File: config.mk
export PLATFORM = sky130hd
export DESIGN_NAME = i2c_regmem_ctrl
export DESIGN_NICKNAME = d
export VERILOG_FILES = /design/src/rtl/i2c_regmem_ctrl.sv
export SDC_FILE = /design/constraint.sdc
export NUM_CORES = 1
export LEC_CHECK = 0
export CELL_PAD_IN_SITES_DETAIL_PLACEMENT = 1
export CELL_PAD_IN_SITES_GLOBAL_PLACEMENT = 2
export CORE_MARGIN = 1
export CORE_UTILIZATION = 30
export CTS_BUF_LIST = sky130_fd_sc_hd__clkbuf_4
export CTS_CLUSTER_SIZE = 8
export DETAILED_ROUTE_END_ITERATION = 8
export GPL_TIMING_DRIVEN = 0
export PLACE_DENSITY = 0.77
export SETUP_SLACK_MARGIN = 0.1
export SLEW_MARGIN = 20
export SYNTH_ARGS = -nofsm -noshare
export SYNTH_HDL_FRONTEND = slang
export SYNTH_SLANG_ARGS = --single-unit
File: constraint.sdc
create_clock -name clk -period 3.5 [get_ports clk]
set_input_delay 0.35 -clock clk [delete_from_list [all_inputs] [get_ports clk]]
set_output_delay 0.35 -clock clk [all_outputs]
set_load 0.005 [all_outputs]
File: src/rtl/i2c_regmem_ctrl.sv
module i2c_regmem_ctrl #(
  parameter int DEPTH = 16
) (
  input  logic        clk,
  input  logic        rst_n,
  input  logic        cfg_valid,
  input  logic [5:0]  cfg_addr_bits,
  input  logic        cfg_mem_present,
  output logic        cfg_reject,
  input  logic        ev_match,
  input  logic        ev_read,
  input  logic        ev_rx_valid,
  input  logic [7:0]  ev_rx_byte,
  input  logic        ev_tx_req,
  input  logic        ev_restart,
  input  logic        ev_stop,
  output logic [7:0]  tx_byte,
  output logic        tx_valid,
  input  logic [7:0]  host_tx_byte,
  input  logic        en_we,
  input  logic [5:0]  en_wdata,
  input  logic [5:0]  flag_clr,
  output logic [5:0]  flags,
  output logic        irq,
  output logic [31:0] last_addr
);
  localparam int AW = (DEPTH > 1) ? $clog2(DEPTH) : 1;
  localparam logic [31:0] LEN = 32'(DEPTH);

  typedef enum logic [2:0] {S_OFF, S_IDLE, S_AMR, S_AMW, S_SEL, S_RD, S_WR} st_t;

  st_t         st;
  logic [2:0]  nbytes, cnt;
  logic        mem_on;
  logic [31:0] addr;
  logic [5:0]  en;
  logic [7:0]  mem [DEPTH];

  wire cfg_ok  = (cfg_addr_bits[2:0] == 3'd0) && (cfg_addr_bits <= 6'd32);
  wire cfg_go  = cfg_valid && cfg_ok;
  wire active  = (st != S_OFF);
  wire term    = active && (ev_stop || ev_restart || ev_match);
  wire tx_go   = active && ev_tx_req && !term;
  wire rx_go   = active && ev_rx_valid && !term && !ev_tx_req;
  wire in_sel  = (st == S_AMW) || (st == S_SEL);

  wire [2:0]  cnt_eff = (st == S_AMW) ? nbytes : cnt;
  wire [31:0] base    = (st == S_AMW) ? 32'd0 : addr;
  wire        is_ab   = mem_on && in_sel && (cnt_eff != 3'd0);
  wire [31:0] shifted = {base[23:0], ev_rx_byte};
  wire [31:0] mod_in  = rx_go ? shifted : addr;
  wire [31:0] mod_out = mod_in % LEN;

  wire [31:0] rd_idx  = (st == S_SEL) ? mod_out : addr;
  wire [31:0] rd_next = (rd_idx == LEN - 1) ? 32'd0 : rd_idx + 32'd1;
  wire [31:0] wr_next = (base == LEN - 1) ? 32'd0 : base + 32'd1;

  wire addr_hit = (rx_go && is_ab && cnt_eff == 3'd1) ||
                  (tx_go && mem_on && st == S_SEL);
  wire mem_we   = rx_go && mem_on && !is_ab && !cfg_go;

  wire [5:0] raw;
  assign raw[0] = active && ev_match && ev_read;
  assign raw[1] = active && ev_match && !ev_read;
  assign raw[2] = tx_go;
  assign raw[3] = rx_go;
  assign raw[4] = term && (st == S_RD);
  assign raw[5] = term && ((st == S_AMW) || (st == S_WR));

  assign irq = |flags;

  always_ff @(posedge clk) begin
    if (mem_we) mem[base[AW-1:0]] <= ev_rx_byte;
  end

  always_ff @(posedge clk or negedge rst_n) begin
    if (!rst_n) begin
      st         <= S_OFF;
      nbytes     <= '0;
      cnt        <= '0;
      mem_on     <= 1'b0;
      addr       <= '0;
      en         <= 6'h30;
      flags      <= '0;
      last_addr  <= '0;
      tx_byte    <= '0;
      tx_valid   <= 1'b0;
      cfg_reject <= 1'b0;
    end else begin
      cfg_reject <= cfg_valid && !cfg_ok;
      tx_valid   <= tx_go;
      flags      <= (flags & ~flag_clr) | (raw & en);
      if (en_we) en <= en_wdata;
      if (cfg_go) begin
        st        <= S_IDLE;
        nbytes    <= cfg_addr_bits[5:3];
        cnt       <= '0;
        mem_on    <= cfg_mem_present;
        addr      <= '0;
        last_addr <= '0;
      end else if (term) begin
        st <= ev_match ? (ev_read ? S_AMR : S_AMW) : S_IDLE;
        if (st == S_SEL) addr <= mod_out;
      end else if (tx_go) begin
        st <= S_RD;
        if (mem_on) begin
          tx_byte <= mem[rd_idx[AW-1:0]];
          addr    <= rd_next;
          if (addr_hit) last_addr <= mod_out;
        end else begin
          tx_byte <= en[2] ? host_tx_byte : 8'h00;
        end
      end else if (rx_go) begin
        if (!mem_on) begin
          st <= S_WR;
        end else if (is_ab) begin
          st  <= S_SEL;
          cnt <= cnt_eff - 3'd1;
          if (addr_hit) begin
            addr      <= mod_out;
            last_addr <= mod_out;
          end else begin
            addr <= shifted;
          end
        end else begin
          addr <= wr_next;
          if (in_sel) st <= S_WR;
        end
      end
    end
  end
endmodule

==> Implementation_results.wiki <==
{| class="wikitable"
! Metric !! Value
|-
| Status || finished clean
|-
| Clock tree from TritonCTS || built
|-
| Final GP Congestion || a little under 0.9
|-
| Count of endpoints failing hold in the final timing report || 0
|-
| DRT met1 WL || between 15 and 20 mm
|-
| Number of cells on the worst reg-to-reg path || 11
|-
| Max Buffers Root-to-Sink || 2
|-
| CP max stage delay || 510 ps
|-
| Worst Skew || ~35 ps
|-
| Slew at the pin closest to its max-slew limit || 1020 ps
|-
| Overall die width || 191 um
|-
| Number of antenna violations at the first check in global routing || 1
|-
| Synth Register Bits || approximately 200
|-
| Net total in the final layout || 1255
|-
| CP Launch Point || st[2]$_DFFE_PN0P_
|-
| Library cell occupying the most area in the post-synthesis netlist || edfxtp_1
|-
| DRT iter0 DRCs || 635
|-
| Height of the die || 191 um
|-
| Synth area leaders || edfxtp_1, dfrtp_1, nand2_1
|-
| Wire length reported by the detailed router || just under 40 mm
|-
| Largest delay contributor family on the critical path || simple AND/OR/NAND/NOR gates
|-
| Worst r2r src || st[2]$_DFFE_PN0P_
|-
| Number of port buffers || 64
|-
| Post-synth top flop || edfxtp_1
|-
| Standard-cell row count || 68
|-
| Buffers & Inverters on Critical Path || 4
|-
| Number of max-cap violations || 0
|-
| Post-route antenna net violation count || 0
|-
| Final setup margin || 42.9 ps
|-
| Maximum number of pins on one net before global-route repair || 40
|-
| Power density over cell area || 589 nW/um^2
|-
| Register area share after synthesis || 52.0%
|-
| Average footprint of a synthesized cell || around 10 um^2
|-
| Arrival time of data at the critical path endpoint || 3990 ps
|-
| Number of flops mapped to enable cells by yosys || 128
|-
| Count of TritonRoute iterations in the first routing pass || 5
|-
| Unrepaired setup endpoints after global routing || yes
|-
| Number of slew-limit violations in the final report || 0
|-
| Netlist area before placement || 10700 um^2
|-
| Area growth from synthesis to layout || 21.6%
|-
| Total instance count after detailed placement || 1616
|-
| Critical register-to-register path endpoint || addr[23]$_DFFE_PN0P_
|-
| Critical-path cell with the highest stage delay || nor3_2
|-
| Half-perimeter wire length after detailed placement || 27.4 mm
|-
| Combined global-route utilization of all metal layers || 21.8%
|-
| Net switching fraction of the power || 42.1%
|-
| Avg Vias per Cell || 5.57
|-
| Number of unique standard cell types used by synthesis || 76
|-
| Dominant cell by count in the synthesized netlist || nand2_1
|-
| Worst setup slack before clock tree synthesis || -1680 ps
|-
| Amount of wire on met3 after detailed routing || 2.07 mm
|-
| Required time at the worst-slack endpoint || 4030 ps
|-
| Largest fanout on the critical path || 9
|-
| Fraction of final layout cells with drive strength greater than 1 || 15.3%
|-
| Multi-input combinational cell area || roughly 5000 um^2
|-
| Max frequency || 0.289 GHz
|-
| Cell Chain, Critical Path || buf_4, nor3_2, nor4_4, buf_4, buf_4, mux2i_4, buf_4, nor3_4, nand4_1, o2111a_1, a221o_1
|-
| Hold path startpoint || en_we
|-
| Area enclosed by the die boundary || 36300 um^2
|-
| Count of warnings emitted by yosys || 0
|-
| Number of sinks on the clock net || 196
|-
| Commonest cells in the synthesized netlist || nand2_1, edfxtp_1, nand3_1, nor2_1, dfrtp_1
|-
| Final Setup Violations || 0
|-
| DR vias || just over 9000
|-
| Area of the core || 34800 um^2
|-
| Number of clock buffers inserted by TritonCTS || 17
|-
| Share of total power in sequential cells || 36.7%
|-
| DRC violation count after routing || 0
|-
| Clock-pin slew of the registers on the worst-case setup and hold paths || between 150 and 200 ps
|-
| Kind of start point of the critical path || flip-flop
|-
| R2r setup slk || 40 ps
|-
| Effective utilization at floorplan || 30.7%
|-
| Internal Power || ~4.4 mW
|-
| Worst setup EP type || flip-flop
|-
| Setup TNS after final layout || 0 ps
|-
| Path type of the worst setup path || reg2reg
|-
| Grt total ovfl || 0
|-
| Fin crit period || 3460 ps
|-
| Via count of the first global-routing pass || 9328
|-
| Worst hold path type || in2reg
|-
| Portion of total power attributed to the clock network || 18.5%
|-
| Sequential cell area || approximately 5500 um^2
|-
| Leakage Power || 4.61 nW
|-
| Part of the cycle the worst path needs || 98.8%
|-
| WL per Instance || 23.5 um
|-
| Routed length on met2 || 18.2 mm
|-
| End point of the worst hold path || en[0]$_DFFE_PN0P_
|-
| Asr flop ratio synth || 34.7%
|-
| Net switching power of the design || 3.22 mW
|-
| Cell chosen for the clock root || clkbuf_4
|-
| Relative max-transition margin || about a third
|-
| Hold Worst Slack || 142 ps
|-
| Area share of the leading cell type in the synthesized netlist || between 30 and 40%
|-
| Total I/O pin count || 94
|-
| Highest metal layer with signal wires || met4
|-
| Most prevalent standard cell on the critical path || buf_4
|-
| First-pass GRT wire length || 58.4 mm
|-
| Number of levels in the clock H-tree || 4
|-
| Comb pwr share || between 40% and 50%
|-
| Final-layout fill cell count || 3975
|-
| Non-filler cells in the finished layout || 1671
|-
| Clock latency reported for the late side of the worst-skew pair || approximately 650 ps
|-
| Number of cells on the worst hold path || 3
|-
| Power after layout || 7.64 mW
|-
| Cells after Synth || 1068
|-
| Worst IR drop on VDD || 234 uV
|}
[cells in the final DEF (no fill, tap or decap), types with 11 or more instances in the layout]
master and instances:
nand2_1 182, xor2_1 13, nand3_1 71, mux2i_1 16
xnor2_1 21, a31oi_1 14, nor2_1 49, o21ai_0 22
a21oi_1 50, nor2_4 11, nor3_1 20, edfxtp_1 128
buf_4 51, a221o_1 11, dfrtp_1 66, clkdlybuf4s50_1 63
clkbuf_4 18, inv_1 19, nor4_1 16, clkbuf_1 44
nand4_1 42, conb_1 28
[routing by layer]
layer | up-vias | GRT usage, %
met5 | - | 0
met4 | 0 | 8.71
met3 | 84 | 3.44
met2 | 352 | 34.8
met1 | 4671 | 29.5
li1 | 4204 | -
[stage by stage]
stage | utilization [%] | cell area (um^2)
6_report | 37.3 | 13000
5_1_grt | 37.3 | 13000
3_3_place_gp | 34.5 | 12000
2_1_floorplan | - | 10800
3_5_place_dp | 34.6 | 12000
4_1_cts | 36.6 | 12700
[timing repair]
action | 4_1_cts | 5_1_grt
gates resized for setup | 83 | 41
endpoints found under the hold margin | 36 | 0
hold buffers | 1 | 0
setup buffers | 12 | 11
pin swaps | 3 | 13
setup endpoints to repair | 176 | 161
[state kept, by name (all words and copies together) (netlist names)]
name        flops
last_addr       4
st              3
en              6
mem           128
nbytes          3
addr           32
cnt             3
mem_on          1
tx_valid        1
cfg_reject      1
flags           6
tx_byte         8
[power groups by stage]
stage                     Combinational [mW]  Sequential [mW]  Clock (mW)
after floorplan                         1.88             2.80           0
after global placement                  2.97             2.84           0
after detailed placement                3.01             2.85           0
after CTS                               3.23             2.80        1.44
after global routing                    3.66             2.82        1.51
final                                   3.42             2.80        1.42
[how the worst max path moves through the flow]
stage	cells past startpoint	end	slack (ps)
after floorplan	13	addr[24]$_DFFE_PN0P_	120
after global placement	14	addr[14]$_DFFE_PN0P_	-1610
after detailed placement	15	addr[25]$_DFFE_PN0P_	-1680
after CTS	12	mem[2][6]$_DFFE_PP_	70
after global routing	11	addr[23]$_DFFE_PN0P_	-20
final	11	addr[23]$_DFFE_PN0P_	40
[logic make-up after synthesis]
group | Yosys count | synth area share [%]
DFF | 196 | 52.0
muxes | 35 | 4.42
AOI/OAI and AO/OA | 201 | 13.2
and+or+nand+nor | 468 | 21.0
buffers and inverters | 125 | 5.63
other | 1 | 0.0351
adders and majority gates | 8 | 0.938
xor gates and xnor gates | 34 | 2.79
[area by class of cell]
class                      count  area share [%]
multi-input combinational    774            38.2
buffer                       102            4.80
inverter                      21           0.627
tap                          455            4.39
timing repair buffer          90            6.67
clock inverter                15            1.53
antenna                        1          0.0193
clock buffer                  17           0.983
sequential                   196            42.7
[worst reg2reg max path, stage by stage, from the launching register on]
cell and delay, ps:
dfrtp_1 390, buf_4 160, nor3_2 510, nor4_4 90
buf_4 180, buf_4 160, mux2i_4 210, buf_4 270
nor3_4 390, nand4_1 360, o2111a_1 370, a221o_1 260
Note: power is estimated with default switching activity, not from simulation.
